### config.mk
export PLATFORM = sky130hd
export DESIGN_NAME = bgPixelDecoder
export DESIGN_NICKNAME = d
export VERILOG_FILES = /design/src/rtl/bgdec_pkg.sv /design/src/rtl/bgDecCtrl.sv /design/src/rtl/bgColorSel.sv /design/src/rtl/bgDecData.sv /design/src/rtl/bgPixelDecoder.sv
export SDC_FILE = /design/constraint.sdc
export NUM_CORES = 1
export LEC_CHECK = 0
export ABC_CLOCK_PERIOD_IN_PS = 2100
export BUFFER_PORTS_ARGS = -buffer_cell sky130_fd_sc_hd__buf_2
export CORE_AREA = 2 2 71 73
export CTS_CLUSTER_SIZE = 25
export DETAILED_ROUTE_END_ITERATION = 7
export DIE_AREA = 0 0 73 75
export HOLD_SLACK_MARGIN = 0.06
export PLACE_DENSITY = 0.84
export SYNTH_ARGS = -nofsm -noshare
export SYNTH_HDL_FRONTEND = slang
export SYNTH_HIERARCHICAL = 1
export SYNTH_SLANG_ARGS = --single-unit
### constraint.sdc
create_clock -name clk -period 2.1 [get_ports clk]
set_input_delay 0.525 -clock clk [delete_from_list [all_inputs] [get_ports clk]]
set_output_delay 0.525 -clock clk [all_outputs]
set_load 0.01 [all_outputs]
### src/rtl/bgdec_pkg.sv
package bgdec_pkg;

  localparam int NUM_BG = 4;

  typedef enum logic [2:0] {
    MODE_STD = 3'd0,
    MODE_MCT = 3'd1,
    MODE_ECT = 3'd2,
    MODE_HBM = 3'd3,
    MODE_MBM = 3'd4,
    MODE_BAD = 3'd5
  } decMode_t;

  typedef struct packed {
    logic     load;
    logic     shiftOne;
    logic     shiftTwo;
    logic     pairMode;
    decMode_t mode;
  } decStrobe_t;

endpackage

### src/rtl/bgDecCtrl.sv
module bgDecCtrl
  import bgdec_pkg::*;
(
  input  logic       clk,
  input  logic       rstN,
  input  logic       cellStart,
  input  logic       modeExt,
  input  logic       modeBmp,
  input  logic       modeMc,
  input  logic       nibTop,
  output decStrobe_t strb
);

  decMode_t modeQ;
  decMode_t modeNext;
  logic     pairQ;
  logic     pairNext;
  logic     phaseQ;

  always_comb begin
    unique case ({modeExt, modeBmp, modeMc})
      3'b000:  modeNext = MODE_STD;
      3'b001:  modeNext = MODE_MCT;
      3'b100:  modeNext = MODE_ECT;
      3'b010:  modeNext = MODE_HBM;
      3'b011:  modeNext = MODE_MBM;
      default: modeNext = MODE_BAD;
    endcase
    // pair decoding ignores the extended bit, so illegal modes keep the flag rule
    pairNext = modeMc && (modeBmp || nibTop);
  end

  always_ff @(posedge clk or negedge rstN) begin
    if (!rstN) begin
      modeQ  <= MODE_STD;
      pairQ  <= 1'b0;
      phaseQ <= 1'b0;
    end else if (cellStart) begin
      modeQ  <= modeNext;
      pairQ  <= pairNext;
      phaseQ <= 1'b0;
    end else if (pairQ) begin
      phaseQ <= ~phaseQ;
    end
  end

  always_comb begin
    strb.load     = cellStart;
    strb.shiftOne = !cellStart && !pairQ;
    strb.shiftTwo = !cellStart && pairQ && phaseQ;
    strb.pairMode = pairQ;
    strb.mode     = modeQ;
  end

  p_one_strobe_r2: assert property (@(posedge clk) disable iff (!rstN)
    $onehot0({strb.load, strb.shiftOne, strb.shiftTwo}));

  p_pair_phase_r10: assert property (@(posedge clk) disable iff (!rstN)
    (pairQ && !cellStart && !phaseQ) |=> phaseQ);

endmodule

### src/rtl/bgColorSel.sv
module bgColorSel
  import bgdec_pkg::*;
#(
  parameter int COLOR_W = 4,
  localparam int MAT_W  = 2 * COLOR_W,
  localparam int BG_W   = NUM_BG * COLOR_W
) (
  input  decMode_t           mode,
  input  logic               pairMode,
  input  logic               hiBit,
  input  logic [1:0]         pairCode,
  input  logic [MAT_W-1:0]   matQ,
  input  logic [COLOR_W-1:0] nibQ,
  input  logic [BG_W-1:0]    bgQ,
  output logic [COLOR_W-1:0] colorOut,
  output logic               fgOut
);

  logic [COLOR_W-1:0] bgArr [NUM_BG];
  logic [COLOR_W-1:0] matHi;
  logic [COLOR_W-1:0] matLo;
  logic [COLOR_W-1:0] nibLow;

  for (genvar g = 0; g < NUM_BG; g++) begin : g_bg
    assign bgArr[g] = bgQ[g*COLOR_W +: COLOR_W];
  end

  assign matHi  = matQ[MAT_W-1 -: COLOR_W];
  assign matLo  = matQ[COLOR_W-1:0];
  assign nibLow = {1'b0, nibQ[COLOR_W-2:0]};

  always_comb begin
    fgOut    = pairMode ? pairCode[1] : hiBit;
    colorOut = '0;
    unique case (mode)
      MODE_STD: colorOut = hiBit ? nibQ : bgArr[0];
      MODE_MCT: begin
        if (!pairMode) colorOut = hiBit ? nibQ : bgArr[0];
        else begin
          unique case (pairCode)
            2'b00: colorOut = bgArr[0];
            2'b01: colorOut = bgArr[1];
            2'b10: colorOut = bgArr[2];
            default: colorOut = nibLow;
          endcase
        end
      end
      MODE_ECT: colorOut = hiBit ? nibQ : bgArr[matQ[MAT_W-1 -: 2]];
      MODE_HBM: colorOut = hiBit ? matHi : matLo;
      MODE_MBM: begin
        unique case (pairCode)
          2'b00: colorOut = bgArr[0];
          2'b01: colorOut = matHi;
          2'b10: colorOut = matLo;
          default: colorOut = nibQ;
        endcase
      end
      default: colorOut = '0;
    endcase
  end

  always_comb begin
    if (mode == MODE_HBM && !fgOut)
      p_hbm_clear_r7: assert (colorOut == matLo);
    if (mode == MODE_MCT && pairMode && fgOut)
      p_mct_fg_r4: assert (colorOut == bgArr[2] || colorOut == nibLow);
  end

endmodule

### src/rtl/bgDecData.sv
module bgDecData
  import bgdec_pkg::*;
#(
  parameter int COLOR_W = 4,
  parameter int CELL_W  = 8,
  localparam int MAT_W  = 2 * COLOR_W,
  localparam int BG_W   = NUM_BG * COLOR_W
) (
  input  logic               clk,
  input  logic               rstN,
  input  decStrobe_t         strb,
  input  logic [MAT_W-1:0]   matrixByte,
  input  logic [COLOR_W-1:0] colorNib,
  input  logic [CELL_W-1:0]  glyphByte,
  input  logic [BG_W-1:0]    bgColors,
  output logic [COLOR_W-1:0] pixColor,
  output logic               pixFg
);

  logic [CELL_W-1:0]  shReg;
  logic [MAT_W-1:0]   matQ;
  logic [COLOR_W-1:0] nibQ;
  logic [BG_W-1:0]    bgQ;

  always_ff @(posedge clk or negedge rstN) begin
    if (!rstN) begin
      shReg <= '0;
      matQ  <= '0;
      nibQ  <= '0;
      bgQ   <= '0;
    end else if (strb.load) begin
      shReg <= glyphByte;
      matQ  <= matrixByte;
      nibQ  <= colorNib;
      bgQ   <= bgColors;
    end else if (strb.shiftOne) begin
      shReg <= shReg << 1;
    end else if (strb.shiftTwo) begin
      shReg <= shReg << 2;
    end
  end

  bgColorSel #(.COLOR_W(COLOR_W)) u_sel (
    .mode     (strb.mode),
    .pairMode (strb.pairMode),
    .hiBit    (shReg[CELL_W-1]),
    .pairCode (shReg[CELL_W-1 -: 2]),
    .matQ     (matQ),
    .nibQ     (nibQ),
    .bgQ      (bgQ),
    .colorOut (pixColor),
    .fgOut    (pixFg)
  );

  p_pair_hold_r10: assert property (@(posedge clk) disable iff (!rstN)
    (strb.pairMode && !strb.load && !strb.shiftTwo) |=> $stable(shReg));

endmodule

### src/rtl/bgPixelDecoder.sv
module bgPixelDecoder
  import bgdec_pkg::*;
#(
  parameter int COLOR_W = 4,
  parameter int CELL_W  = 8,
  localparam int MAT_W  = 2 * COLOR_W,
  localparam int BG_W   = NUM_BG * COLOR_W
) (
  input  logic               clk,
  input  logic               rstN,
  input  logic               cellStart,
  input  logic [MAT_W-1:0]   matrixByte,
  input  logic [COLOR_W-1:0] colorNib,
  input  logic [CELL_W-1:0]  glyphByte,
  input  logic               modeExt,
  input  logic               modeBmp,
  input  logic               modeMc,
  input  logic [BG_W-1:0]    bgColors,
  output logic [COLOR_W-1:0] pixColor,
  output logic               pixFg
);

  decStrobe_t strb;

  bgDecCtrl u_ctrl (
    .clk       (clk),
    .rstN      (rstN),
    .cellStart (cellStart),
    .modeExt   (modeExt),
    .modeBmp   (modeBmp),
    .modeMc    (modeMc),
    .nibTop    (colorNib[COLOR_W-1]),
    .strb      (strb)
  );

  bgDecData #(.COLOR_W(COLOR_W), .CELL_W(CELL_W)) u_data (
    .clk        (clk),
    .rstN       (rstN),
    .strb       (strb),
    .matrixByte (matrixByte),
    .colorNib   (colorNib),
    .glyphByte  (glyphByte),
    .bgColors   (bgColors),
    .pixColor   (pixColor),
    .pixFg      (pixFg)
  );

  p_bad_black_r9: assert property (@(posedge clk) disable iff (!rstN)
    (cellStart && modeExt && (modeBmp || modeMc)) |=> (pixColor == '0));

endmodule

==> flow_metrics.py <==
metrics = {
    "outcome": {
        "status": "finished with violations",
        "violations": "setup timing",
    },
    "global_route": {
        "grt_start_max_net_pins": 50,
        "track_usage": 0.2046,
        "first_global_vias": 1758,
        "initial_antenna_violation_count": 0,
        "first_pass_grt_wire_length_mm": 8.542,
        "grt_overflow_total": 0,
    },
    "synthesis": {
        "ys_dominant_reg_cell": "sky130_fd_sc_hd__dfrtp_1",
        "post_synthesis_mean_instance_area_um2": 12.21,
        "synth_sequential_area_ratio": 0.4078,
        "yosys_register_bits": 41,
        "synth_unique_cells": 47,
        "post_synth_inst_count": 206,
        "warnings_synthesis": 6,
        "synth_top_cell_by_area": "sky130_fd_sc_hd__dfrtp_1",
        "synth_fp_nets": 248,
        "post_syn_area_mm2": 0.002516,
        "synth.top_cells.by_area": "sky130_fd_sc_hd__dfrtp_1 (41%), sky130_fd_sc_hd__mux2_4 (17%), sky130_fd_sc_hd__mux2i_1 (5.2%), sky130_fd_sc_hd__mux4_2 (3.6%), sky130_fd_sc_hd__nor3b_1 (2.4%)",
        "yosys.area.top_type_share": 0.4078,
        "synth-edff-count": 0,
        "ys_async_sr_fraction": 1.000,
    },
    "worst_setup_path": {
        "rr_endpoint": "u_data/shReg[5]$_DFFE_PN0P_",
        "cp_top_family": "compound AO/OA/AOI/OAI gates",
        "r2r_start": "u_ctrl/pairQ$_DFFE_PN0P_",
        "timing.reg2reg.worst_path_depth": 6,
        "cp-start-kind": "flop",
        "worst_ep_arrival_time_ps": 1830,
        "r2r_slack_ps": 470,
        "cp_bufs_invs": 2,
        "critPathKind": "reg -> out",
        "timing.critical_path.slowest_stage_cell": "sky130_fd_sc_hd__dfrtp_2",
        "cpPeakStageDelay_ps": 440,
        "critPathMaxFanout": 11,
        "timing.critical_path.to_type": "primary output",
        "critical_path.cell_chain": "buf_6 -> mux2i_1 -> o22ai_1 -> a221oi_2 -> o31ai_1 -> buf_2",
        "cp.required_ps": 1570,
    },
    "power_and_ir_drop": {
        "cellPowerDensity_mw_per_mm2": 692.0,
        "power_report.internal_total_mw": 1.495,
        "worst_ir_drop_vdd_mv": 0.3592,
        "power.static_leakage_nw": 1.404,
        "clkPwrFrac": 0.245,
        "total_switching_power_mw": 0.6132,
        "design_power_total_mw": 2.108,
        "pwr-share-seq": 0.456,
        "power.share.combinational": 0.300,
        "switching_share": 0.2909,
    },
    "routing": {
        "drc": 0,
        "wl_per_cell_um": 16.77,
        "drt_iter0_drc": 127,
        "drt-total-wl_mm": 5.366,
        "drt.antenna.violating_nets": 0,
        "vias": 1846,
        "firstDrtPassIters": 4,
        "via_per_inst": 5.769,
    },
    "timing": {
        "setup-violations-final": 4,
        "relSlewSlack": 0.6835,
        "worst_slew_pin_slew_ps": 473.0,
        "hold_violations": 0,
        "setup_total_negative_slack_ps": -903.9,
        "share_of_the_cycle_needed_by_the_critical_path_after_routing": 1.123,
        "maximum_clock_rate_mhz": 424.2,
        "final.min_clock_period_ps": 2357,
        "postLayoutSetupSlackWorst_ps": -257.4,
        "grt_setup_unrepaired": "true",
        "fin_worst_hold_slack_ps": 188.7,
        "finClkSkew_ps": 4.084,
        "final-max-slew-violation-count": 0,
    },
    "flow_run": {
        "cap_viol_max_count": 0,
    },
    "clock_tree": {
        "tritoncts.num_buffers": 5,
        "cts_tree": "done",
        "clock_sink_count": 41,
        "cts_hold_buffers": 0,
        "cts.root.buffer_cell": "sky130_fd_sc_hd__clkbuf_8",
        "cts.clk_slew.worst_paths_ps": 80,
        "clock_latency_ps": 290,
        "cts.htree.levels": 2,
        "cts_buffer_depth": 2,
    },
    "final_layout": {
        "number_of_filler_cells_placed_in_the_layout": 348,
        "multiInputGateArea_mm2": 0.001383,
        "mostFrequentLayoutCell": "sky130_fd_sc_hd__buf_2",
        "highest_count_cells_in_the_layout_ignoring_fill_and_taps": "sky130_fd_sc_hd__buf_2 (45), sky130_fd_sc_hd__dfrtp_1 (37), sky130_fd_sc_hd__mux2_4 (29)",
        "final_net_count": 308,
        "final_layout_size_suffix_gt1_frac": 0.4962,
        "regArea_mm2": 0.001031,
        "area.growth.synth_to_final_pct": 21.08,
        "antennaDiodeCount": 0,
    },
    "place": {
        "portBuffers": 46,
        "gp_congestion": 0.9259,
        "preCtsSetupSlack_ps": 30.41,
        "dp.final_hpwl_mm": 3.490,
    },
    "worst_hold_path": {
        "worst_hold_path_type": "in -> async",
    },
    "floorplanning": {
        "die_w_um": 73,
        "start_util": 0.5399,
        "rows": 25,
        "area_of_the_placeable_core_mm2": 0.004661,
        "num_io_pins": 47,
        "fp.dieH_um": 75,
        "die-area_mm2": 0.005475,
    },
}
final cells by class:
type,instances,share of cell area
flip-flops and latches,41,0.3384
inverters,11,0.01355
well taps,54,0.02218
repair buffers,67,0.1437
multi-input cells,140,0.4538
clock buffers,7,0.02834
kinds of logic (layout without fill, tap and decap cells):
group / after synthesis / in the layout / synth area share
buf+inv: 25 / 85 / 0.06215
simple gates: 43 / 43 / 0.1114
mux: 49 / 49 / 0.2785
flops: 41 / 41 / 0.4078
xor+xnor: 2 / 2 / 0.006963
compound gates: 46 / 46 / 0.1333
cells in the mapped netlist, types with 2 or more instances:
cell type	n
sky130_fd_sc_hd__buf_4	4
sky130_fd_sc_hd__nand2b_1	3
sky130_fd_sc_hd__buf_2	5
sky130_fd_sc_hd__nor3b_1	8
sky130_fd_sc_hd__mux2_4	28
sky130_fd_sc_hd__nor2_1	7
sky130_fd_sc_hd__inv_1	11
sky130_fd_sc_hd__nand2_1	6
sky130_fd_sc_hd__buf_6	4
sky130_fd_sc_hd__mux2i_1	13
sky130_fd_sc_hd__a211oi_1	5
sky130_fd_sc_hd__mux2_2	3
sky130_fd_sc_hd__a221oi_2	2
sky130_fd_sc_hd__dfrtp_1	41
sky130_fd_sc_hd__a21oi_1	7
sky130_fd_sc_hd__a22o_1	2
sky130_fd_sc_hd__xnor2_1	2
sky130_fd_sc_hd__o22ai_1	7
sky130_fd_sc_hd__or3b_1	3
sky130_fd_sc_hd__a221oi_1	2
sky130_fd_sc_hd__o21ai_1	2
sky130_fd_sc_hd__mux4_2	4
sky130_fd_sc_hd__o21ai_0	7
sky130_fd_sc_hd__nor2b_1	7
worst register-to-register path, cell delays in order (launching register included):
cell and delay [ps]:
sky130_fd_sc_hd__dfrtp_1 420, sky130_fd_sc_hd__buf_4 160, sky130_fd_sc_hd__inv_1 50, sky130_fd_sc_hd__nor3b_1 320
sky130_fd_sc_hd__buf_4 240, sky130_fd_sc_hd__mux2i_1 230, sky130_fd_sc_hd__a221oi_2 80
flip-flops by register name, summed over array words and instances (netlist names):
signal,count
u_ctrl/modeQ,3
u_ctrl/pairQ,1
u_ctrl/phaseQ,1
u_data/bgQ,16
u_data/matQ,8
u_data/nibQ,4
u_data/shReg,8
worst max path at each step:
| stage | start | end | slack (ps) | cells past startpoint |
|---|---|---|---|---|
| 6_report | u_data/shReg[7]$_DFFE_PN0P_ | pixColor[3] | -260 | 6 |
| 3_5_place_dp | u_data/shReg[7]$_DFFE_PN0P_ | pixColor[3] | 30 | 4 |
| 2_1_floorplan | u_data/shReg[7]$_DFFE_PN0P_ | pixColor[3] | 110 | 3 |
| 3_3_place_gp | u_data/shReg[7]$_DFFE_PN0P_ | pixColor[3] | 40 | 4 |
| 4_1_cts | u_data/matQ[6]$_DFFE_PN0P_ | pixColor[2] | -220 | 5 |
| 5_1_grt | u_data/shReg[7]$_DFFE_PN0P_ | pixColor[0] | -330 | 6 |
metal layers:
metal  vias to the layer above  track usage  part of all wire
met5                         -            0                 0
met4                         0      0.08436             0.021
met3                        10      0.03347             0.042
met2                        62       0.3313              0.48
met1                       892       0.2750              0.46
li1                        882            -                 -
power groups by stage:
| stage | Combinational, mW | Clock [mW] | Sequential, mW |
|---|---|---|---|
| after floorplan | 0.401 | 0 | 0.943 |
| after global placement | 0.549 | 0 | 0.964 |
| after detailed placement | 0.560 | 0 | 0.968 |
| after CTS | 0.591 | 0.530 | 0.957 |
| after global routing | 0.678 | 0.564 | 0.971 |
| final | 0.632 | 0.516 | 0.960 |
metrics by stage:
step	std cells	utilization	area, µm²
2_1_floorplan	206	-	2516
3_3_place_gp	308	0.6102	2844
3_5_place_dp	308	0.6102	2844
4_1_cts	318	0.6416	2990
5_1_grt	320	0.6537	3047
6_report	320	0.6537	3047
timing repair:
action | CTS | global route
gates resized for setup | 14 | 12
setup endpoints to repair | 4 | 4
setup buffers | 3 | 2
pin swaps | 7 | 8
Note: power is estimated with default switching activity, not from simulation.
